[src/rtl/fdx_pkg.sv]
`timescale 1ns/1ps
package fdx_pkg;
  // status byte bit positions
  localparam int ST_RQM  = 7;
  localparam int ST_DIO  = 6;
  localparam int ST_NDMA = 5;
  localparam int ST_BUSY = 4;
  // configure byte: bypass bit
  localparam int CFG_BYPASS_BIT = 5;
  localparam logic [7:0] ST_IDLE = 8'h80;

  function automatic logic [7:0] make_status(input logic rqm, input logic dio,
                                             input logic ndma, input logic busy);
    logic [7:0] s;
    s = '0;
    s[ST_RQM]  = rqm;
    s[ST_DIO]  = dio;
    s[ST_NDMA] = ndma;
    s[ST_BUSY] = busy;
    return s;
  endfunction
endpackage

[src/rtl/fdx_ring.sv]
`timescale 1ns/1ps
module fdx_ring #(
  parameter int DEPTH = 16,
  parameter int DW    = 8,
  localparam int AW   = $clog2(DEPTH),
  localparam int CW   = $clog2(DEPTH + 1)
) (
  input  logic          clk,
  input  logic          rst,
  input  logic          flush,
  input  logic [CW-1:0] len,
  input  logic          push,
  input  logic [DW-1:0] push_data,
  input  logic          pop,
  output logic [DW-1:0] head,
  output logic [CW-1:0] count,
  output logic          full,
  output logic          empty,
  output logic          overrun
);
  logic [DW-1:0] mem [DEPTH];
  logic [AW-1:0] wr_q, rd_q;
  logic [DW-1:0] last_q;
  logic          do_push, do_pop;

  function automatic logic [AW-1:0] adv(input logic [AW-1:0] p, input logic [CW-1:0] n);
    if (CW'(p) + CW'(1) >= n) return '0;
    return p + 1'b1;
  endfunction

  assign full    = (count == len);
  assign empty   = (count == '0);
  assign do_push = push && !full && !flush;
  assign do_pop  = pop && !empty && !flush;
  assign head    = empty ? last_q : mem[rd_q];

  always_ff @(posedge clk) begin
    if (do_push) mem[wr_q] <= push_data;
  end

  always_ff @(posedge clk) begin
    if (rst) begin
      wr_q    <= '0;
      rd_q    <= '0;
      count   <= '0;
      last_q  <= '0;
      overrun <= 1'b0;
    end else if (flush) begin
      wr_q    <= '0;
      rd_q    <= '0;
      count   <= '0;
      overrun <= 1'b0;
    end else begin
      if (do_push) wr_q <= adv(wr_q, len);
      if (do_pop) begin
        rd_q   <= adv(rd_q, len);
        last_q <= mem[rd_q];
      end
      count <= count + CW'(do_push) - CW'(do_pop);
      if (push && full) overrun <= 1'b1;
    end
  end


  ring_flush_chk: assert property (@(posedge clk) disable iff (rst)
    flush |=> (count == '0));

  fill_bound_chk: assert property (@(posedge clk) disable iff (rst)
    count <= len);

  no_overflow_chk: assert property (@(posedge clk) disable iff (rst)
    (push && full && !flush) |=> (overrun && full));

  empty_read_chk: assert property (@(posedge clk) disable iff (rst)
    (pop && empty && !push && !flush) |=> (empty && $stable(head)));
endmodule

[src/rtl/fdx_seq.sv]
`timescale 1ns/1ps
module fdx_seq
  import fdx_pkg::*;
#(
  parameter int DEPTH = 16,
  localparam int CW   = $clog2(DEPTH + 1)
) (
  input  logic          clk,
  input  logic          rst,
  input  logic          cfg_flush,
  input  logic          params_done,
  input  logic          dir_to_host,
  input  logic          dma_mode,
  input  logic          dack,
  input  logic          tc,
  input  logic          host_rd,
  input  logic          host_wr,
  input  logic          mi_valid,
  input  logic          mi_last,
  input  logic          mo_ready,
  input  logic          mo_last,
  input  logic [CW-1:0] count,
  input  logic [CW-1:0] len,
  input  logic          full,
  input  logic          empty,
  output logic          mi_ready,
  output logic          mo_valid,
  output logic          ring_push,
  output logic          ring_pop,
  output logic          drq,
  output logic [7:0]    status
);
  logic exec_q, drain_q, fill_q, last_seen_q, stop_q;
  logic dma_go, tc_hit, host_push, host_pop, med_push, med_pop;
  logic push_ok, pop_ok, reach_len;

  assign drq       = exec_q && dma_mode && (drain_q || fill_q);
  assign dma_go    = dma_mode && drq && dack;
  assign tc_hit    = dma_go && tc;
  assign host_push = exec_q && !dir_to_host && (dma_mode ? dma_go : host_wr);
  assign host_pop  = exec_q &&  dir_to_host && (dma_mode ? dma_go : host_rd);
  assign mi_ready  = exec_q &&  dir_to_host && !drain_q && !full;
  assign mo_valid  = exec_q && !dir_to_host && !fill_q && !empty;
  assign med_push  = mi_valid && mi_ready;
  assign med_pop   = mo_valid && mo_ready;
  assign ring_push = med_push || host_push;
  assign ring_pop  = med_pop || host_pop;
  assign push_ok   = host_push && !full;
  assign pop_ok    = host_pop && !empty;
  assign reach_len = (count + CW'(1) == len);

  always_ff @(posedge clk) begin
    if (rst || cfg_flush) begin
      exec_q      <= 1'b0;
      drain_q     <= 1'b0;
      fill_q      <= 1'b0;
      last_seen_q <= 1'b0;
      stop_q      <= 1'b0;
    end else if (params_done) begin
      exec_q      <= 1'b1;
      drain_q     <= 1'b0;
      fill_q      <= !dir_to_host;
      last_seen_q <= 1'b0;
      stop_q      <= 1'b0;
    end else if (tc_hit) begin
      stop_q  <= 1'b1;
      drain_q <= 1'b0;
      fill_q  <= 1'b0;
      if (dir_to_host) exec_q <= 1'b0;
    end else if (dir_to_host) begin
      if (pop_ok && count == CW'(1) && !med_push) begin
        drain_q <= 1'b0;
        if (last_seen_q) exec_q <= 1'b0;
      end
      if (med_push && mi_last) last_seen_q <= 1'b1;
      if (med_push && (reach_len || mi_last)) drain_q <= 1'b1;
    end else begin
      if (push_ok && reach_len) fill_q <= 1'b0;
      if (med_pop && mo_last) begin
        exec_q <= 1'b0;
        fill_q <= 1'b0;
      end else if (med_pop && count == CW'(1) && !push_ok && !stop_q) begin
        fill_q <= 1'b1;
      end
    end
  end

  always_comb begin
    if (!exec_q)      status = ST_IDLE;
    else if (dma_mode) status = make_status(1'b0, dir_to_host, 1'b0, 1'b1);
    else               status = make_status(drain_q || fill_q, dir_to_host, 1'b1, 1'b1);
  end


  tc_drop_chk: assert property (@(posedge clk) disable iff (rst)
    (tc_hit && !params_done && !cfg_flush) |=> !drq);

  pio_full_chk: assert property (@(posedge clk) disable iff (rst)
    (fill_q && !dma_mode && push_ok && reach_len && !params_done && !cfg_flush)
      |=> !status[ST_RQM]);

  drain_open_chk: assert property (@(posedge clk) disable iff (rst)
    (med_push && mi_last && !params_done && !cfg_flush) |=> !mi_ready);

  last_pop_chk: assert property (@(posedge clk) disable iff (rst)
    (med_pop && mo_last && !params_done && !cfg_flush) |=> (status == ST_IDLE));
endmodule

[src/rtl/fdx_data_fifo.sv]
`timescale 1ns/1ps
module fdx_data_fifo
  import fdx_pkg::*;
#(
  parameter int DEPTH = 16,
  parameter int DW    = 8
) (
  input  logic          clk,
  input  logic          rst,
  input  logic          cfg_valid,
  input  logic [7:0]    cfg_byte,
  input  logic          params_done,
  input  logic          dir_to_host,
  input  logic          dma_mode,
  input  logic          mi_valid,
  output logic          mi_ready,
  input  logic [DW-1:0] mi_data,
  input  logic          mi_last,
  output logic          mo_valid,
  input  logic          mo_ready,
  output logic [DW-1:0] mo_data,
  input  logic          mo_last,
  output logic          drq,
  input  logic          dack,
  input  logic          tc,
  input  logic          host_rd,
  input  logic          host_wr,
  input  logic [DW-1:0] host_wdata,
  output logic [DW-1:0] host_rdata,
  output logic [7:0]    status,
  output logic          overrun
);
  localparam int AW = $clog2(DEPTH);
  localparam int CW = $clog2(DEPTH + 1);

  logic [AW-1:0] thr_q;
  logic          bypass_q;
  logic [CW-1:0] len, count;
  logic          full, empty, ring_push, ring_pop, flush;
  logic [DW-1:0] head, push_data;
  logic          unused_cfg;

  assign unused_cfg = ^cfg_byte;

  always_ff @(posedge clk) begin
    if (rst) begin
      thr_q    <= '0;
      bypass_q <= 1'b0;
    end else if (cfg_valid) begin
      thr_q    <= cfg_byte[AW-1:0];
      bypass_q <= cfg_byte[CFG_BYPASS_BIT];
    end
  end

  assign len       = bypass_q ? CW'(1) : CW'(thr_q) + CW'(1);
  assign flush     = cfg_valid || params_done;
  assign push_data = dir_to_host ? mi_data : host_wdata;
  assign host_rdata = head;
  assign mo_data    = head;

  fdx_ring #(.DEPTH(DEPTH), .DW(DW)) u_ring (
    .clk(clk), .rst(rst), .flush(flush), .len(len),
    .push(ring_push), .push_data(push_data), .pop(ring_pop),
    .head(head), .count(count), .full(full), .empty(empty), .overrun(overrun)
  );

  fdx_seq #(.DEPTH(DEPTH)) u_seq (
    .clk(clk), .rst(rst), .cfg_flush(cfg_valid), .params_done(params_done),
    .dir_to_host(dir_to_host), .dma_mode(dma_mode), .dack(dack), .tc(tc),
    .host_rd(host_rd), .host_wr(host_wr), .mi_valid(mi_valid), .mi_last(mi_last),
    .mo_ready(mo_ready), .mo_last(mo_last), .count(count), .len(len),
    .full(full), .empty(empty), .mi_ready(mi_ready), .mo_valid(mo_valid),
    .ring_push(ring_push), .ring_pop(ring_pop), .drq(drq), .status(status)
  );


  rqm_quiet_chk: assert property (@(posedge clk) disable iff (rst)
    drq |-> (!status[ST_RQM] && status[ST_BUSY] && (status[ST_DIO] == dir_to_host)));

  stall_on_drain_chk: assert property (@(posedge clk) disable iff (rst)
    (drq && dir_to_host) |-> !mi_ready);
endmodule

[config.mk]
export PLATFORM = sky130hd
export DESIGN_NAME = fdx_data_fifo
export DESIGN_NICKNAME = d
export VERILOG_FILES = /design/src/rtl/fdx_pkg.sv /design/src/rtl/fdx_ring.sv /design/src/rtl/fdx_seq.sv /design/src/rtl/fdx_data_fifo.sv
export SDC_FILE = /design/constraint.sdc
export NUM_CORES = 1
export LEC_CHECK = 0
export ABC_AREA = 1
export BUFFER_PORTS_ARGS = -buffer_cell sky130_fd_sc_hd__buf_4
export CAP_MARGIN = 20
export CORE_MARGIN = 2
export CORE_UTILIZATION = 55
export CTS_BUF_LIST = sky130_fd_sc_hd__clkbuf_8 sky130_fd_sc_hd__clkbuf_16
export DETAILED_ROUTE_END_ITERATION = 6
export PLACE_DENSITY = 0.72
export SYNTH_ARGS = -nofsm -noshare
export SYNTH_HDL_FRONTEND = slang
export SYNTH_HIERARCHICAL = 1
export SYNTH_SLANG_ARGS = --single-unit
export TNS_END_PERCENT = 20
[constraint.sdc]
create_clock -name clk -period 4.6 [get_ports clk]
set_input_delay 0.92 -clock clk [delete_from_list [all_inputs] [get_ports clk]]
set_output_delay 0.92 -clock clk [all_outputs]
set_load 0.01 [all_outputs]
# Word level (Yosys, flattened, before mapping)
# Memory sizes are Yosys's and may differ from the RTL's. A register that Yosys moved wholly into a read port is not among the register bits.
# Cells that the tools add are included.
word_totals:
  register_bits: 32
  latchBits: 0
  ramBits: 128
  rom_bits: 0
  elab_cells: 128
  n_memories: 1
mem_list:
  columns: ["memory", "words", "width", "rd", "rd_ports_with_merged_regs", "write_ports", "line_no", "source"]
  rows:
  - ["u_ring.mem", 16, 8, 1, 1, 1, "fdx_ring.sv:21", "logic [DW-1:0] mem [DEPTH];"]
op_classes:
  add_sub_neg: 8
  n_mul: 0
  n_div: 0
  n_lt_le_gt_ge: 2
  n_eq_ne: 7
  n_shift: 0
  muxes: 38
  bitwise_logic: 2
  n_reduce_logical: 58
op_table:
  columns: ["op", "count"]
  rows:
  - ["8-bit two-way mux", 4]
  - ["1-bit logical AND", 31]
  - ["1-bit two-way mux", 27]
  - ["4-bit two-way mux", 6]
  - ["4-bit by 1-bit adder with 5-bit output (second input constant)", 3]
  - ["5-bit == test", 2]
  - ["5-bit greater-or-equal comparator", 2]
  - ["1-bit logical NOT", 9]
  - ["4-bit by 1-bit adder with 4-bit output (second input constant)", 2]
  - ["4-bit by 2-bit inequality test with 1-bit output (second input constant)", 2]
  - ["1-bit logical OR", 6]
  - ["2-bit AND reduction", 3]
  - ["5-bit by 1-bit adder with 5-bit output", 1]
  - ["5-bit by 1-bit adder with 5-bit output (second input constant)", 1]
  - ["5-bit by 1-bit == test with 1-bit output (second input constant)", 1]
  - ["5-bit logical NOT", 1]
  - ["5-bit two-way mux", 1]
  - ["5-bit nonzero test", 1]
  - ["5-bit by 1-bit subtractor with 5-bit output", 1]
  - ["4-bit AND reduction", 1]
  - ["2-bit OR reduction", 2]
  - ["3-bit by 2-bit inequality test with 1-bit output (second input constant)", 1]
  - ["3-bit inequality test (second input constant)", 1]
  - ["3-bit AND reduction", 1]
  - ["other kinds (4)", 5]

# Longest topological paths before layout
# Gate-level depths: netlist of the first run.
depth:
  ltp_word: 15
  depth_mapped: 23
  mapped_depth_nobuf: 23

# Cells and area by module
# Netlist of the first run, hierarchy kept.
by_module_without_submodules:
  columns: ["module", "instances", "cells_each", "area_each_um2"]
  rows:
  - ["fdx_ring", 1, 765, 7244.4]
  - ["fdx_seq", 1, 121, 645.6]
  - ["fdx_data_fifo", 1, 70, 419.2]

# Worst setup path after synthesis of the first run
# Ideal clock, no wire load.
synth_timing:
  path_type: "flip-flop to flip-flop"
  startpoint: "register thr_q[0]"
  endpoint: "register u_ring.count[4]"
  arrival_ps: 3278
  required_ps: 4530
  setup_slack_ps: 1252
  path_stages_with_launch: 22
  path_buffers: 0
  period_less_slack_ps: 3348
  cell_sequence: "dfxtp_1 > ha_1 > o21ai_0 > a21oi_1 > nand2_1 > nand2_1 > nor2_2 > nand3_2 > inv_1 > nor3_2 > nand2_1 > nand2_1 > nand3_4 > ha_1 > inv_1 > ha_1 > fa_1 > nand2_1 > nand2_1 > a21oi_1 > o21ai_0 > a21oi_1"
synth_via:
  elab_chain_len: 11
synth_lines:
  columns: ["element", "line_no", "source"]
  rows:
  - ["from (decl)", "fdx_data_fifo.sv:36", "logic [AW-1:0] thr_q;"]
  - ["from (signal assigned)", "fdx_data_fifo.sv:50", "thr_q <= cfg_byte[AW-1:0];"]
  - ["4-bit by 1-bit adder with 5-bit output", "fdx_data_fifo.sv:55", "assign len = bypass_q ? CW'(1) : CW'(thr_q) + CW'(1);"]
  - ["5-bit two-way mux", "fdx_data_fifo.sv:55", null]
  - ["net len[2]", "fdx_data_fifo.sv:38", "logic [CW-1:0] len, count;"]
  - ["5-bit == test", "fdx_ring.sv:31", "assign full = (count == len);"]
  - ["net full", "fdx_data_fifo.sv:39", "logic full, empty, ring_push, ring_pop, flush;"]
  - ["1-bit logical NOT", "fdx_seq.sv:42", "assign mi_ready = exec_q && dir_to_host && !drain_q && !full;"]
  - ["1-bit logical AND", "fdx_seq.sv:42", null]
  - ["net mi_ready", "fdx_data_fifo.sv:16", "output logic mi_ready,"]
  - ["1-bit logical AND", "fdx_seq.sv:44", "assign med_push = mi_valid && mi_ready;"]
  - ["1-bit logical OR", "fdx_seq.sv:46", "assign ring_push = med_push || host_push;"]
  - ["net ring_push", "fdx_data_fifo.sv:39", null]
  - ["1-bit logical AND (2 in a row)", "fdx_ring.sv:33", "assign do_push = push && !full && !flush;"]
  - ["5-bit by 1-bit adder with 5-bit output", "fdx_ring.sv:59", "count <= count + CW'(do_push) - CW'(do_pop);"]
  - ["5-bit by 1-bit subtractor with 5-bit output", "fdx_ring.sv:59", null]
  - ["to (signal assigned)", "fdx_ring.sv:59", null]
  - ["to (decl)", "fdx_ring.sv:16", "output logic [CW-1:0] count,"]
# The timed path passes the listed nets, and every way through them passes these cells.
# A chain may end at the register's enable or synchronous reset.

# Worst setup path after layout of the first run
layout_timing:
  startpoint: "register thr_q[0]"
  endpoint: "register u_ring.count[4]"
layout_via:
  elab_chain_len: 11
layout_lines:
  columns: ["element", "line_no"]
  rows:
  - ["4-bit by 1-bit adder with 5-bit output", "fdx_data_fifo.sv:55"]
  - ["5-bit two-way mux", "fdx_data_fifo.sv:55"]
  - ["net len[2]", "fdx_data_fifo.sv:38"]
  - ["5-bit == test", "fdx_ring.sv:31"]
  - ["net full", "fdx_data_fifo.sv:39"]
  - ["1-bit logical NOT", "fdx_seq.sv:42"]
  - ["1-bit logical AND", "fdx_seq.sv:42"]
  - ["1-bit logical AND", "fdx_seq.sv:44"]
  - ["1-bit logical OR", "fdx_seq.sv:46"]
  - ["net ring_push", "fdx_data_fifo.sv:39"]
  - ["1-bit logical AND (2 in a row)", "fdx_ring.sv:33"]
  - ["5-bit by 1-bit adder with 5-bit output", "fdx_ring.sv:59"]
  - ["5-bit by 1-bit subtractor with 5-bit output", "fdx_ring.sv:59"]
# The timed path passes the listed nets, and every way through them passes these cells.

==> results by stage, run 1 <==
Route:
- The remaining number of nets flagged by the antenna check after routing is 0.
- The routed layout has 6211 vias.
- The first detailed-routing pass ran for 5 iterations.
- The wire length reported by the detailed router is 18.14 mm.
- The routed length per placed instance is 14.99 microns.
- In the routed design, unresolved DRC markers number 0.
- The iteration-0 DRC count of the detailed router is 576.
- The post-detailed-route via-to-cell ratio is 5.133.

Worst setup path:
- The worst endpoint required time is 4.96 ns.
- The maximum fanout count along the critical path is 10.
- The kind of start point of the critical path is a register.
- The critical path is of the reg -> reg type.
- The top cell family by delay on the critical path is simple AND/OR/NAND/NOR gates.
- Traced cell by cell, the critical path runs through ha_1 -> o21ai_0 -> a21oi_1 -> nand2_1 -> nand2_1 -> nor2_2 -> nand3_2 -> inv_1 -> nor3_2 -> nand2_1 -> nand2_1 -> nand3_4 -> ha_1 -> inv_1 -> ha_1 -> fa_1 -> nand2_1 -> nand2_1 -> a21oi_1 -> o21ai_0 -> a21oi_1.
- The arrival time reported for the critical path endpoint is 4.24 ns.
- The largest single stage delay on the critical path is 0.40 ns.
- Together, buffers and inverters on the worst path number 2.
- The slowest stage of the critical path is the sky130_fd_sc_hd__dfxtp_1 cell.
- The critical path's most frequent cell is sky130_fd_sc_hd__nand2_1.
- STA classifies the critical path endpoint as a register.

Clock network:
- The number of setup buffers added after CTS is 0.
- After clock tree synthesis, the flow added hold-fix buffers numbering 0.
- Clock latency on the worst-skew pair, taken at its later pin, is 0.42 ns.
- The CTS clock-pin slew for the worst setup and hold paths is 0.06 ns.
- The H-tree was split into 4 levels.
- The maximum buffer depth of the clock tree is 2.
- Counting every sink on the clock net gives 164.
- The number of instances resized during post-cts repair is 0.
- The number of clock buffers added by TritonCTS is 17.
- TritonCTS built the clock tree.
- The clock root buffer is sky130_fd_sc_hd__clkbuf_16.

Yosys:
- The area fraction of the dominant cell type after synthesis is 46.26%.
- Yosys attributes the largest share of cell area to sky130_fd_sc_hd__edfxtp_1, sky130_fd_sc_hd__nand2_1, sky130_fd_sc_hd__dfxtp_1.
- The cell area that synthesis handed to floorplanning was 8309 sq um.
- The average cell area after synthesis is 8.692 sq um.
- The flop and latch count out of synthesis is 164.
- The prevailing post-synth register cell is sky130_fd_sc_hd__edfxtp_1.
- After technology mapping, the gate count stands at 956.
- Counting flops with an async set or reset pin after synthesis yields a share of 0%.
- Sequential elements use 54.93% of the synthesized area.
- The largest total area in the synthesized netlist belongs to sky130_fd_sc_hd__edfxtp_1.
- The count of cell types in the netlist is 34.
- For this run, the number of Yosys warnings is 6.
- The number of enable flip-flop cells after synthesis is 128.

STA:
- The final number of hold-violating endpoints came to 0.
- The worst clock skew is 0.008119 ns.
- Summed over all failing endpoints, the final setup total negative slack is 0 ns.
- The tightest hold margin is 0.4582 ns.
- Static timing analysis puts the maximum clock frequency at 257.5 MHz.
- The worst path uses 84.42% of the clock period.
- Setup violations remaining at the end of the flow were counted as 0.
- The number of pins with negative max-slew slack in the final report is 0.
- The measured slew at the worst slew-check pin is 1.036 ns.
- Setup repair after global routing left no endpoint under its margin.
- The minimum clock period is 3.883 ns.
- The worst slew margin relative to its limit is 30.48%.

Finish:
- The non-filler instance count after layout is 1210.
- The library cells used most frequently in the layout, excluding fill and tap cells, are sky130_fd_sc_hd__nand2_1, sky130_fd_sc_hd__inv_1, sky130_fd_sc_hd__edfxtp_1.
- Once layout is done, the placed cells without fillers occupy 9402 sq um.
- Measured on the finished design, the core utilization comes to 64.20%.
- Fill cells in the final layout number 1215.
- The most common library cell in the layout ignoring fill and taps is sky130_fd_sc_hd__nand2_1.
- The net count of the finished layout is 1076.
- The post-route netlist has 12.67% of its cells at a drive strength greater than 1.
- The area of the multi-input gates is 2910 sq um.
- In the final layout, flip-flops and latches occupy 4566 sq um.
- The number of inserted diodes is 0.
- The signed area change from the synthesized netlist to the final layout is 13.15%.

Placement:
- The total of buffers placed on input and output ports is 58.
- After detailed placement, the total cell area comes to 8815 sq um.
- Once detailed placement completed, the half-perimeter wirelength came to 12.18 mm.
- The count of placed standard cells including taps is 1177.
- The global placer's final weighted congestion is 0.8493.

Global route:
- The initial antenna violation count is 0.
- After global routing the overflow that remains totals 0.
- The global-route wire length before repair is 29.28 mm.
- The global-route total usage across every layer is 23.77%.
- The via count of the first global-routing pass came to 5862.
- Entering global routing, the biggest net connects 65 pins.

Hold path:
- The class of the most critical hold timing path is reg -> reg.

Die:
- Once the floorplan was initialized, standard cells occupied 56.74% of the core.
- The die outline height is 126.9 microns.
- Measured along the x axis, the die boundary spans 126.9 microns.
- After floorplanning, the core was divided into 44 placement rows.
- The number of top-level design ports is 66.
- The area of the die is 16110 sq um.
- The core region is 14640 sq um.

Power:
- The largest voltage drop on the vdd net is 246.8 uV.
- The leakage power summed over all cells is 4.251 nW.
- For this design the ratio of total power to cell area is 332.1 nW/um^2.

Status:
- The run finished with clean final reports.

Job:
- The tool flagged a number of max-cap violations equal to 0.
==> worst reg2reg max path, stage by stage, from the launching register on <==
cell and delay [ns]:
sky130_fd_sc_hd__dfxtp_1 0.40, sky130_fd_sc_hd__ha_1 0.21, sky130_fd_sc_hd__o21ai_0 0.08, sky130_fd_sc_hd__a21oi_1 0.31, sky130_fd_sc_hd__nand2_1 0.10, sky130_fd_sc_hd__nand2_1 0.09, sky130_fd_sc_hd__nor2_2 0.04, sky130_fd_sc_hd__nand3_2 0.16
sky130_fd_sc_hd__inv_1 0.13, sky130_fd_sc_hd__nor3_2 0.23, sky130_fd_sc_hd__nand2_1 0.10, sky130_fd_sc_hd__nand2_1 0.27, sky130_fd_sc_hd__nand3_4 0.21, sky130_fd_sc_hd__ha_1 0.34, sky130_fd_sc_hd__inv_1 0.04, sky130_fd_sc_hd__ha_1 0.20
sky130_fd_sc_hd__fa_1 0.38, sky130_fd_sc_hd__nand2_1 0.09, sky130_fd_sc_hd__nand2_1 0.05, sky130_fd_sc_hd__a21oi_1 0.16, sky130_fd_sc_hd__o21ai_0 0.09, sky130_fd_sc_hd__a21oi_1 0.14
==> synth_stat cells, types with 2 or more instances <==
cell type and count:
sky130_fd_sc_hd__a21oi_1 21, sky130_fd_sc_hd__buf_2 15, sky130_fd_sc_hd__buf_4 13, sky130_fd_sc_hd__buf_6 10, sky130_fd_sc_hd__clkbuf_1 2, sky130_fd_sc_hd__dfxtp_1 36, sky130_fd_sc_hd__edfxtp_1 128, sky130_fd_sc_hd__ha_1 24
sky130_fd_sc_hd__inv_1 140, sky130_fd_sc_hd__inv_2 4, sky130_fd_sc_hd__nand2_1 329, sky130_fd_sc_hd__nand2_4 4, sky130_fd_sc_hd__nand3_1 116, sky130_fd_sc_hd__nand3_2 4, sky130_fd_sc_hd__nand3_4 2, sky130_fd_sc_hd__nand4_1 2
sky130_fd_sc_hd__nor2_1 51, sky130_fd_sc_hd__nor2_2 4, sky130_fd_sc_hd__nor2_4 2, sky130_fd_sc_hd__nor3_1 7, sky130_fd_sc_hd__o21a_1 8, sky130_fd_sc_hd__o21ai_0 17, sky130_fd_sc_hd__or2_2 2, sky130_fd_sc_hd__xor2_1 5
==> power breakdown <==
group | total, mW | internal [mW] | leakage, nW | switching [mW]
Combinational | 0.133 | 0.0481 | 2.52 | 0.0852
Clock | 1.38 | 0.809 | 0.285 | 0.568
Sequential | 1.61 | 1.61 | 1.45 | 0.00387
Total | 3.12 | 2.47 | 4.25 | 0.657
==> sequential cells by signal, summed over array words and instances (netlist names), named ones only <==
| signal | count |
|---|---|
| thr_q | 4 |
| bypass_q | 1 |
| u_seq/last_seen_q | 1 |
| u_ring/mem | 128 |
| u_ring/last_q | 8 |
| u_seq/drain_q | 1 |
| u_ring/count | 5 |
| u_ring/rd_q | 4 |
| u_seq/exec_q | 1 |
| u_seq/fill_q | 1 |
| u_ring/overrun | 1 |
| u_ring/wr_q | 4 |
| u_seq/stop_q | 1 |
==> kinds of logic (layout without fill, tap and decap cells) <==
logic type                 after synthesis  in the layout  share of synthesized area (%)
and+or+nand+nor                        525            525                          27.09
buffers and inverters                  186            253                          10.18
DFF                                    164            164                          54.93
AOI/OAI and AO/OA                       49             49                          3.268
adders and majority gates               25             25                          3.855
xor gates and xnor gates                 6              6                         0.6324
other                                    1              4                        0.04513
==> through the flow <==
stage / worst slack (ns) / power (mW)
after floorplan: 1.252 / 1.714
after global placement: 0.9005 / 1.771
after detailed placement: 0.8215 / 1.776
after CTS: 0.7243 / 3.144
after global routing: 0.2706 / 3.223
final: 0.7167 / 3.122
==> final cells by class <==
cell class / instances / area share (%)
sequential: 164 / 48.56
inverter: 146 / 5.882
tap: 184 / 2.449
timing repair buffer: 75 / 5.989
multi-input combinational: 609 / 30.96
clock inverter: 14 / 1.491
clock buffer: 18 / 4.671
==> worst paths after layout <==
kind / cells past startpoint / slack (ns) / end / startpoint
worst min-delay path: 2 / 0.46 / u_seq/stop_q / u_seq/stop_q
worst max-delay path: 21 / 0.72 / u_ring/count[4] / thr_q[0]
worst max register to register: 21 / 0.72 / u_ring/count[4] / thr_q[0]
worst min register to register: 2 / 0.46 / u_seq/stop_q / u_seq/stop_q
==> routing by layer <==
layer	track usage (%)	vias up	part of all wire, %
met5	0	-	0
met4	10.47	0	2.9
met3	4.935	30	6.2
met2	38.49	189	47
met1	31.16	2838	44
li1	-	3154	-
Power figures use the tool's default switching activity.
==> run 2: changes to the inputs <==
--- a/config.mk
+++ b/config.mk
@@ -5,14 +5,14 @@
 export SDC_FILE = /design/constraint.sdc
 export NUM_CORES = 1
 export LEC_CHECK = 0
-export ABC_AREA = 1
+export ABC_AREA = 0
 export BUFFER_PORTS_ARGS = -buffer_cell sky130_fd_sc_hd__buf_4
 export CAP_MARGIN = 20
 export CORE_MARGIN = 2
-export CORE_UTILIZATION = 55
+export CORE_UTILIZATION = 54
 export CTS_BUF_LIST = sky130_fd_sc_hd__clkbuf_8 sky130_fd_sc_hd__clkbuf_16
 export DETAILED_ROUTE_END_ITERATION = 6
-export PLACE_DENSITY = 0.72
+export PLACE_DENSITY = 0.74
 export SYNTH_ARGS = -nofsm -noshare
 export SYNTH_HDL_FRONTEND = slang
 export SYNTH_HIERARCHICAL = 1
==> constraint.sdc (replaced) <==
create_clock -name clk -period 3.45 [get_ports clk]
set_input_delay 0.69 -clock clk [delete_from_list [all_inputs] [get_ports clk]]
set_output_delay 0.69 -clock clk [all_outputs]
set_load 0.01 [all_outputs]
==> results by stage, run 2 <==
Status:
- Outcome: complete, no violations (unchanged).

Route:
- The via count of the routed design is 4572 (was 6211).
- The wire length reported by the detailed router was 15.83 mm (was 18.14 mm).
- The iteration-0 DRC count of the detailed router is 458 (was 576).
- The first-pass iteration count of the detailed router is 5 (unchanged).
- The remaining number of nets flagged by the antenna check after routing is 0 (unchanged).
- The post-detailed-route via-to-cell ratio is 5.854 (was 5.133).
- The routed length per placed instance came to 20.27 microns (was 14.99 microns).
- The post-detailed-route DRC marker count came to 0 (unchanged).

Power:
- The total power density per cell area came to 469.5 nW/um^2 (was 332.1 nW/um^2).
- The largest voltage drop on the vdd net was 347.8 uV (was 246.8 uV).
- The leakage power summed over all cells is 3.266 nW (was 4.251 nW).

Global route:
- The initial antenna violation count is 0 (unchanged).
- The global-route total usage across every layer is 21.92% (was 23.77%).
- The largest net degree at the start of global routing was 33 (was 65).
- The global-route congestion overflow total is 0 (unchanged).
- The via count of the first global-routing pass is 4455 (was 5862).
- The global-route wire length before repair was 24.13 mm (was 29.28 mm).

Hold path:
- The class of the most critical hold timing path was reg -> reg (unchanged).

Clock network:
- The clock insertion delay at the later pin of the skew report is 0.42 ns (about the same).
- The clock tree from TritonCTS is yes (unchanged).
- The clock buffer count from CTS is 17 (unchanged).
- The number of sinks on the clock net is 164 (unchanged).
- The clock root buffer was sky130_fd_sc_hd__clkbuf_16 (unchanged).
- The count of H-tree levels built during CTS is 4 (unchanged).
- The CTS clock-pin slew for the worst setup and hold paths came to 0.06 ns (about the same).
- The maximum buffer depth of the clock tree came to 2 (unchanged).

Yosys:
- The mux share of post-synthesis cell area came to 12.96% (was 0%).
- Cell types occupying the most area after synthesis: sky130_fd_sc_hd__edfxtp_1, sky130_fd_sc_hd__dfxtp_1, sky130_fd_sc_hd__mux4_1 (was sky130_fd_sc_hd__edfxtp_1, sky130_fd_sc_hd__nand2_1, sky130_fd_sc_hd__dfxtp_1).
- The area fraction of the dominant cell type after synthesis is 50.14% (was 46.26%).
- The average cell area after synthesis is 15.09 sq um (was 8.692 sq um).
- The adder-cell share of the synthesized area is 4.178% (was 3.855%).
- The fraction of the mapped netlist area in compound gates is 7.573% (was 3.268%).
- The number of enable flip-flop cells after synthesis is 128 (unchanged).
- The post-synth design cell area was 7666 sq um (was 8309 sq um).
- The prevailing post-synth register cell is sky130_fd_sc_hd__edfxtp_1 (unchanged).
- The largest family of logic cells by synthesized area is multiplexers (was simple AND/OR/NAND/NOR gates).
- The count of cell types in the netlist was 66 (was 34).
- The total number of yosys warnings was 6 (unchanged).
- The share of synthesized cell area in and, or, nand and nor gates is 9.548% (was 27.09%).
- The number of instances in the synthesized netlist is 508 (was 956).
- The cell with the most instances after synthesis was sky130_fd_sc_hd__edfxtp_1 (was sky130_fd_sc_hd__nand2_1).
- The sequential area share after synthesis is 59.54% (was 54.93%).
- The flop and latch count out of synthesis is 164 (unchanged).
- Synth top cells by count: sky130_fd_sc_hd__edfxtp_1, sky130_fd_sc_hd__dfxtp_1, sky130_fd_sc_hd__nor2_1 (was sky130_fd_sc_hd__nand2_1, sky130_fd_sc_hd__inv_1, sky130_fd_sc_hd__edfxtp_1).
- The post-synthesis share of cell area spent on xor and xnor gates came to 2.481% (was 0.6324%).
- The post-synthesis cell type with the largest combined area is sky130_fd_sc_hd__edfxtp_1 (unchanged).
- The post-synthesis async set-or-reset flop share is 0% (unchanged).

Finish:
- The non-filler instance count after layout is 781 (was 1210).
- The number of inserted diodes was 0 (unchanged).
- The most common library cell in the layout ignoring fill and taps is sky130_fd_sc_hd__edfxtp_1 (was sky130_fd_sc_hd__nand2_1).
- The fraction of final layout cells with drive strength greater than 1 was 29.95% (was 12.67%).
- Top library cells by usage in the layout, fill and taps aside: sky130_fd_sc_hd__edfxtp_1, sky130_fd_sc_hd__buf_4, sky130_fd_sc_hd__dfxtp_1 (was sky130_fd_sc_hd__nand2_1, sky130_fd_sc_hd__inv_1, sky130_fd_sc_hd__edfxtp_1).
- The largest register by flop count was u_ring/mem (unchanged).
- Largest regs: u_ring/mem x128, u_ring/last_q x8, u_ring/count x5 (unchanged).
- The final net count came to 651 (was 1076).
- The signed area change from the synthesized netlist to the final layout is 18.25% (was 13.15%).
- The number of flip-flops under the largest register name is 128 (unchanged).

STA:
- The minimum clock period is 3.445 ns (was 3.883 ns).
- The number of pins with negative max-slew slack in the final report is 0 (unchanged).
- The maximum clock rate came to 290.2 MHz (was 257.5 MHz).
- RSZ-0062 raised after global routing: true (was false).
- The worst clock skew came to 0.01132 ns (was 0.008119 ns).
- The measured slew at the worst slew-check pin is 0.9253 ns (was 1.036 ns).
- The final number of hold-violating endpoints is 0 (unchanged).
- The worst slew margin relative to its limit is 37.64% (was 30.48%).
- The final setup violation count came to 0 (unchanged).
- The tightest hold margin is 0.4723 ns (was 0.4582 ns).
- The final period utilization is 99.87% (was 84.42%).

Die:
- The standard cell core area is 13880 sq um (was 14640 sq um).
- The die width is 123.2 microns (was 126.9 microns).
- The row count is 43 (was 44).
- The die outline height is 123.2 microns (was 126.9 microns).
- The number of top-level design ports is 66 (unchanged).
- The initial cell density of the core is 55.23% (was 56.74%).
- The area of the die was 15170 sq um (was 16110 sq um).

Placement:
- The estimated wirelength of the detail-placed design is 10.54 mm (was 12.18 mm).
- The total of buffers placed on input and output ports came to 58 (unchanged).
- The count of placed standard cells including taps came to 747 (was 1177).
- The global placer's final weighted congestion came to 0.8610 (was 0.8493).

Job:
- The number of maximum-capacitance violations came to 0 (unchanged).

Worst setup path:
- The worst endpoint required time came to 3.75 ns (was 4.96 ns).
- The kind of start point of the critical path was a register (unchanged).
- The arrival time reported for the critical path endpoint is 3.74 ns (was 4.24 ns).
- The critical path start-end classification is reg -> reg (unchanged).
- The maximum fanout count along the critical path is 4 (was 10).
- The nature of the critical path endpoint is a register (unchanged).
==> run 2: what timing repair did <==
action                                  4_1_cts  5_1_grt
setup buffers                                 1        1
gates resized for setup                       3        8
hold buffers                                  0        0
endpoints found under the setup margin        1       35
pin swaps                                     1        0
endpoints found under the hold margin         0        0
==> run 2: path summary, 6_finish.rpt <==
check,from,to,slack (ns),cells past startpoint
worst max-delay path,bypass_q,u_ring/count[4],0.005,19
worst min-delay path,u_seq/last_seen_q,u_seq/last_seen_q,0.47,2
worst max register to register,bypass_q,u_ring/count[4],0.005,19
worst min register to register,u_seq/last_seen_q,u_seq/last_seen_q,0.47,2
==> run 2: area by class of cell <==
type	count	area (sq um)
fillers	958	4816
inverters	15	56.30
clock buffers	17	425.4
clock inverters	15	183.9
repair buffers	90	688.2
multi-input cells	300	2917
flip-flops and latches	164	4569
well taps	180	225.2
==> run 2: routing by layer <==
metal  part of all wire, %  vias up  global-route usage [%]
met2                    50      126                   35.23
met1                    44     2298                   30.18
met3                   4.7       19                   4.382
met5                     0        -                       0
li1                      -     2129                       -
met4                   1.3        0                   7.102
==> run 2: critical path, stage by stage (launching register included) <==
cell and delay [ns]:
sky130_fd_sc_hd__dfxtp_2 0.33, sky130_fd_sc_hd__or2_1 0.24, sky130_fd_sc_hd__mux2i_2 0.20, sky130_fd_sc_hd__xnor2_1 0.16
sky130_fd_sc_hd__nand2_1 0.14, sky130_fd_sc_hd__nor4_4 0.16, sky130_fd_sc_hd__and4bb_2 0.27, sky130_fd_sc_hd__and2_4 0.14
sky130_fd_sc_hd__or2b_1 0.24, sky130_fd_sc_hd__o41a_1 0.15, sky130_fd_sc_hd__nand2b_1 0.09, sky130_fd_sc_hd__ha_1 0.12
sky130_fd_sc_hd__inv_1 0.06, sky130_fd_sc_hd__ha_4 0.17, sky130_fd_sc_hd__fa_2 0.37, sky130_fd_sc_hd__a21oi_2 0.14
sky130_fd_sc_hd__nor2_1 0.05, sky130_fd_sc_hd__nor2_1 0.12, sky130_fd_sc_hd__xnor2_1 0.13, sky130_fd_sc_hd__nor2_1 0.05
==> run 2: logic make-up (layout without fill, tap and decap cells) <==
family | count (synthesis) | count (layout)
buf+inv | 47 | 137
simple gates | 132 | 132
xor+xnor | 20 | 20
mux | 47 | 47
compound gates | 72 | 72
fa+ha+maj | 25 | 25
flops | 164 | 164
other cells | 1 | 4
==> run 2: per-stage QoR <==
step / util, % / setup WS, ns / power [mW] / cell area (sq um) / setup TNS (ns)
after floorplan: - / -0.1278 / 2.296 / 7722 / -0.1278
after global placement: 60.45 / 0.03197 / 2.369 / 8391 / 0
after detailed placement: 60.45 / 0.004826 / 2.377 / 8391 / 0
after CTS: 65.03 / -0.01235 / 4.281 / 9026 / -0.01235
after global routing: 65.31 / -0.2160 / 4.384 / 9065 / -0.2160
final: 65.31 / 0.004505 / 4.256 / 9065 / 0
==> run 2: power by group <==
part / leakage (nW) / total (mW) / internal, mW / switching [mW]
registers: 1.44 / 2.15 / 2.14 / 0.00650
logic: 1.52 / 0.191 / 0.0865 / 0.105
clock network: 0.302 / 1.92 / 1.10 / 0.815
==> run 3: changes to the inputs <==
--- a/config.mk
+++ b/config.mk
@@ -8,6 +8,7 @@
 export ABC_AREA = 0
 export BUFFER_PORTS_ARGS = -buffer_cell sky130_fd_sc_hd__buf_4
 export CAP_MARGIN = 20
+export CORE_ASPECT_RATIO = 1.2
 export CORE_MARGIN = 2
 export CORE_UTILIZATION = 54
 export CTS_BUF_LIST = sky130_fd_sc_hd__clkbuf_8 sky130_fd_sc_hd__clkbuf_16
==> results by stage, run 3 (same netlist as run 2, synthesis figures left out) <==
Route:
- The post-detailed-route via-to-cell ratio came to 6.014 (was 5.854).
- The wire length reported by the detailed router is 16.35 mm (was 15.83 mm).
- The first-pass iteration count of the detailed router is 5 (unchanged).
- The iteration-0 DRC count of the detailed router was 407 (was 458).
- The post-detailed-route DRC marker count is 0 (unchanged).
- The via count of the routed design is 4655 (was 4572).
- The remaining number of nets flagged by the antenna check after routing is 0 (unchanged).
- The routed length per placed instance came to 21.12 microns (was 20.27 microns).

Finish:
- Top library cells by usage in the layout, fill and taps aside: sky130_fd_sc_hd__edfxtp_1, sky130_fd_sc_hd__buf_4, sky130_fd_sc_hd__dfxtp_1 (unchanged).
- Largest regs: u_ring/mem x128, u_ring/last_q x8, u_ring/count x5 (unchanged).
- The fraction of the core area covered by cells at the end of the flow is 65.17% (was 65.31%).
- The number of inserted filler cells in the final layout is 961 (was 958).
- The most common library cell in the layout ignoring fill and taps is sky130_fd_sc_hd__edfxtp_1 (unchanged).
- The signed area change from the synthesized netlist to the final layout is 17.48% (was 18.25%).
- The largest register by flop count is u_ring/mem (unchanged).
- The final net count is 653 (was 651).
- The fraction of final layout cells with drive strength greater than 1 is 29.52% (was 29.95%).
- The number of inserted diodes is 0 (unchanged).
- The number of flip-flops under the largest register name came to 128 (unchanged).

STA:
- The measured slew at the worst slew-check pin is 0.8545 ns (was 0.9253 ns).
- The final period utilization is 100.9% (was 99.87%).
- The maximum clock rate came to 287.4 MHz (was 290.2 MHz).
- The worst clock skew is 0.009673 ns (was 0.01132 ns).
- RSZ-0062 raised after global routing: true (unchanged).
- The minimum clock period is 3.480 ns (was 3.445 ns).
- The final setup violation count was 1 (was 0).
- The final worst slack is -0.03001 ns (was 0.004505 ns).
- The number of pins with negative max-slew slack in the final report is 0 (unchanged).
- The final total negative setup slack came to -0.03001 ns (was 0 ns).
- The worst slew margin relative to its limit came to 42.82% (was 37.64%).
- The tightest hold margin came to 0.4927 ns (was 0.4723 ns).
- The final number of hold-violating endpoints is 0 (unchanged).

Global route:
- The largest net degree at the start of global routing came to 33 (unchanged).
- The global-route congestion overflow total is 0 (unchanged).
- The via count of the first global-routing pass is 4754 (was 4455).
- The initial antenna violation count is 0 (unchanged).
- The global-route total usage across every layer came to 22.47% (was 21.92%).
- The global-route wire length before repair came to 25.18 mm (was 24.13 mm).

Worst setup path:
- The critical path's largest stage delay is 0.35 ns (was 0.37 ns).
- The critical path's most frequent cell is sky130_fd_sc_hd__nor2_1 (unchanged).
- The maximum fanout count along the critical path came to 4 (unchanged).
- The setup slack on the worst flop-to-flop path is -0.03 ns (was 0.005 ns).
- The worst endpoint required time is 3.76 ns (was 3.75 ns).
- The nature of the critical path endpoint is a register (unchanged).
- The arrival time reported for the critical path endpoint is 3.79 ns (was 3.74 ns).
- The kind of start point of the critical path was a register (unchanged).
- The critical path start-end classification was reg -> reg (unchanged).
- Cell breakdown of the critical path: ha_4 -> xnor2_1 -> nor2_1 -> xor2_1 -> nor4_4 -> and4bb_2 -> and2_4 -> or2b_1 -> o41a_1 -> nand2b_1 -> ha_1 -> inv_1 -> ha_2 -> fa_2 -> a21oi_2 -> nor2_1 -> nor2_1 -> xnor2_1 -> nor2_1 (was or2_1 -> mux2i_2 -> xnor2_1 -> nand2_1 -> nor4_4 -> and4bb_2 -> and2_4 -> or2b_1 -> o41a_1 -> nand2b_1 -> ha_1 -> inv_1 -> ha_4 -> fa_2 -> a21oi_2 -> nor2_1 -> nor2_1 -> xnor2_1 -> nor2_1).
- The slowest cell on the critical path is sky130_fd_sc_hd__dfxtp_2 (was sky130_fd_sc_hd__fa_2).

Die:
- The initial cell density of the core is 55.47% (was 55.23%).
- The die outline height is 134.5 microns (was 123.2 microns).
- The die width is 112.8 microns (was 123.2 microns).
- The number of top-level design ports is 66 (unchanged).
- The standard cell core area is 13820 sq um (was 13880 sq um).
- The row count is 47 (was 43).
- The area of the die came to 15170 sq um (about the same).

Clock network:
- The count of H-tree levels built during CTS is 4 (unchanged).
- The clock tree from TritonCTS is yes (unchanged).
- The number of sinks on the clock net was 164 (unchanged).
- The hold buffer count at cts is 0 (unchanged).
- The clock buffer count from CTS is 17 (unchanged).
- The clock insertion delay at the later pin of the skew report was 0.43 ns (was 0.42 ns).
- The CTS clock-pin slew for the worst setup and hold paths was 0.06 ns (about the same).
- The clock root buffer is sky130_fd_sc_hd__clkbuf_16 (unchanged).
- The maximum buffer depth of the clock tree is 2 (unchanged).

Power:
- The leakage power summed over all cells is 3.259 nW (was 3.266 nW).
- The largest voltage drop on the vdd net was 581.4 uV (was 347.8 uV).
- The total power density per cell area is 463.3 nW/um^2 (was 469.5 nW/um^2).

Placement:
- The total of buffers placed on input and output ports came to 58 (unchanged).
- The worst slack at placement was -0.05032 ns (was 0.004826 ns).
- The global placer's final weighted congestion is 0.8283 (was 0.8610).
- The estimated wirelength of the detail-placed design was 11.12 mm (was 10.54 mm).

Job:
- The number of maximum-capacitance violations came to 0 (unchanged).

Status:
- Outcome: finished, violations left (was complete, no violations).
- The final reports fail on negative setup slack.

Hold path:
- The class of the most critical hold timing path is reg -> reg (unchanged).
run 3: cell types whose count changed in the layout (fill, tap and decap cells not counted), moves of 2 or more:
cell / change
sky130_fd_sc_hd__inv_6: +3
sky130_fd_sc_hd__inv_8: -5
sky130_fd_sc_hd__nor2_2: -3
sky130_fd_sc_hd__buf_4: +2
sky130_fd_sc_hd__nor2_1: +3
sky130_fd_sc_hd__xor2_2: -2
sky130_fd_sc_hd__xor2_1: +2
run 3: final timing paths:
check,endpoint,start,cells after the start
min,u_ring/last_q[6],u_ring/last_q[6],2
min reg2reg,u_ring/last_q[6],u_ring/last_q[6],2
max,u_ring/count[4],thr_q[0],19
max reg2reg,u_ring/count[4],thr_q[0],19
run 3: what timing repair did:
action,4_1_cts,5_1_grt
buffers inserted,1,3
pin swaps,1,9
endpoints found under the setup margin,1,3
resized for setup,0,7
run 3: area by class of cell:
| type | instances | area [sq um] | share of cell area, % |
|---|---|---|---|
| sequential | 164 | 4571 | 50.75 |
| multi-input combinational | 300 | 2887 | 32.05 |
| timing repair buffer | 92 | 703.2 | 7.808 |
| clock buffer | 17 | 425.4 | 4.724 |
| tap | 171 | 214.0 | 2.376 |
| clock inverter | 15 | 150.1 | 1.667 |
| inverter | 15 | 56.30 | 0.6252 |
run 3: metrics by stage:
stage	instance area (sq um)	cells	power (mW)
2_1_floorplan	7722	511	2.296
3_3_place_gp	8379	738	2.372
3_5_place_dp	8379	738	2.382
4_1_cts	8962	771	4.202
5_1_grt	9006	774	4.303
6_report	9006	774	4.173
run 3: power by group:
group | internal [mW] | switching [mW] | leakage (nW)
registers | 2.14 | 0.00672 | 1.44
clock network | 1.07 | 0.761 | 0.280
logic | 0.0877 | 0.106 | 1.54
total | 3.30 | 0.874 | 3.26
run 3: layer usage:
layer / up-vias / wire length (microns) / GRT usage, %
li1: 2140 / - / -
met1: 2297 / 6244 / 26.85
met2: 180 / 8585 / 38.69
met3: 38 / 953 / 4.982
met4: 0 / 563 / 10.84
met5: - / 0 / 0
run 3: critical path: cells and delay by family (launching register included):
kind / cells / cell delay, ns
adder cells (fa/ha/maj): 4 / 0.96
buffers and inverters: 1 / 0.04
flip-flops: 1 / 0.35
XOR/XNOR: 3 / 0.57
AND/OR/NAND/NOR: 9 / 1.14
AO/OA/AOI/OAI: 2 / 0.30
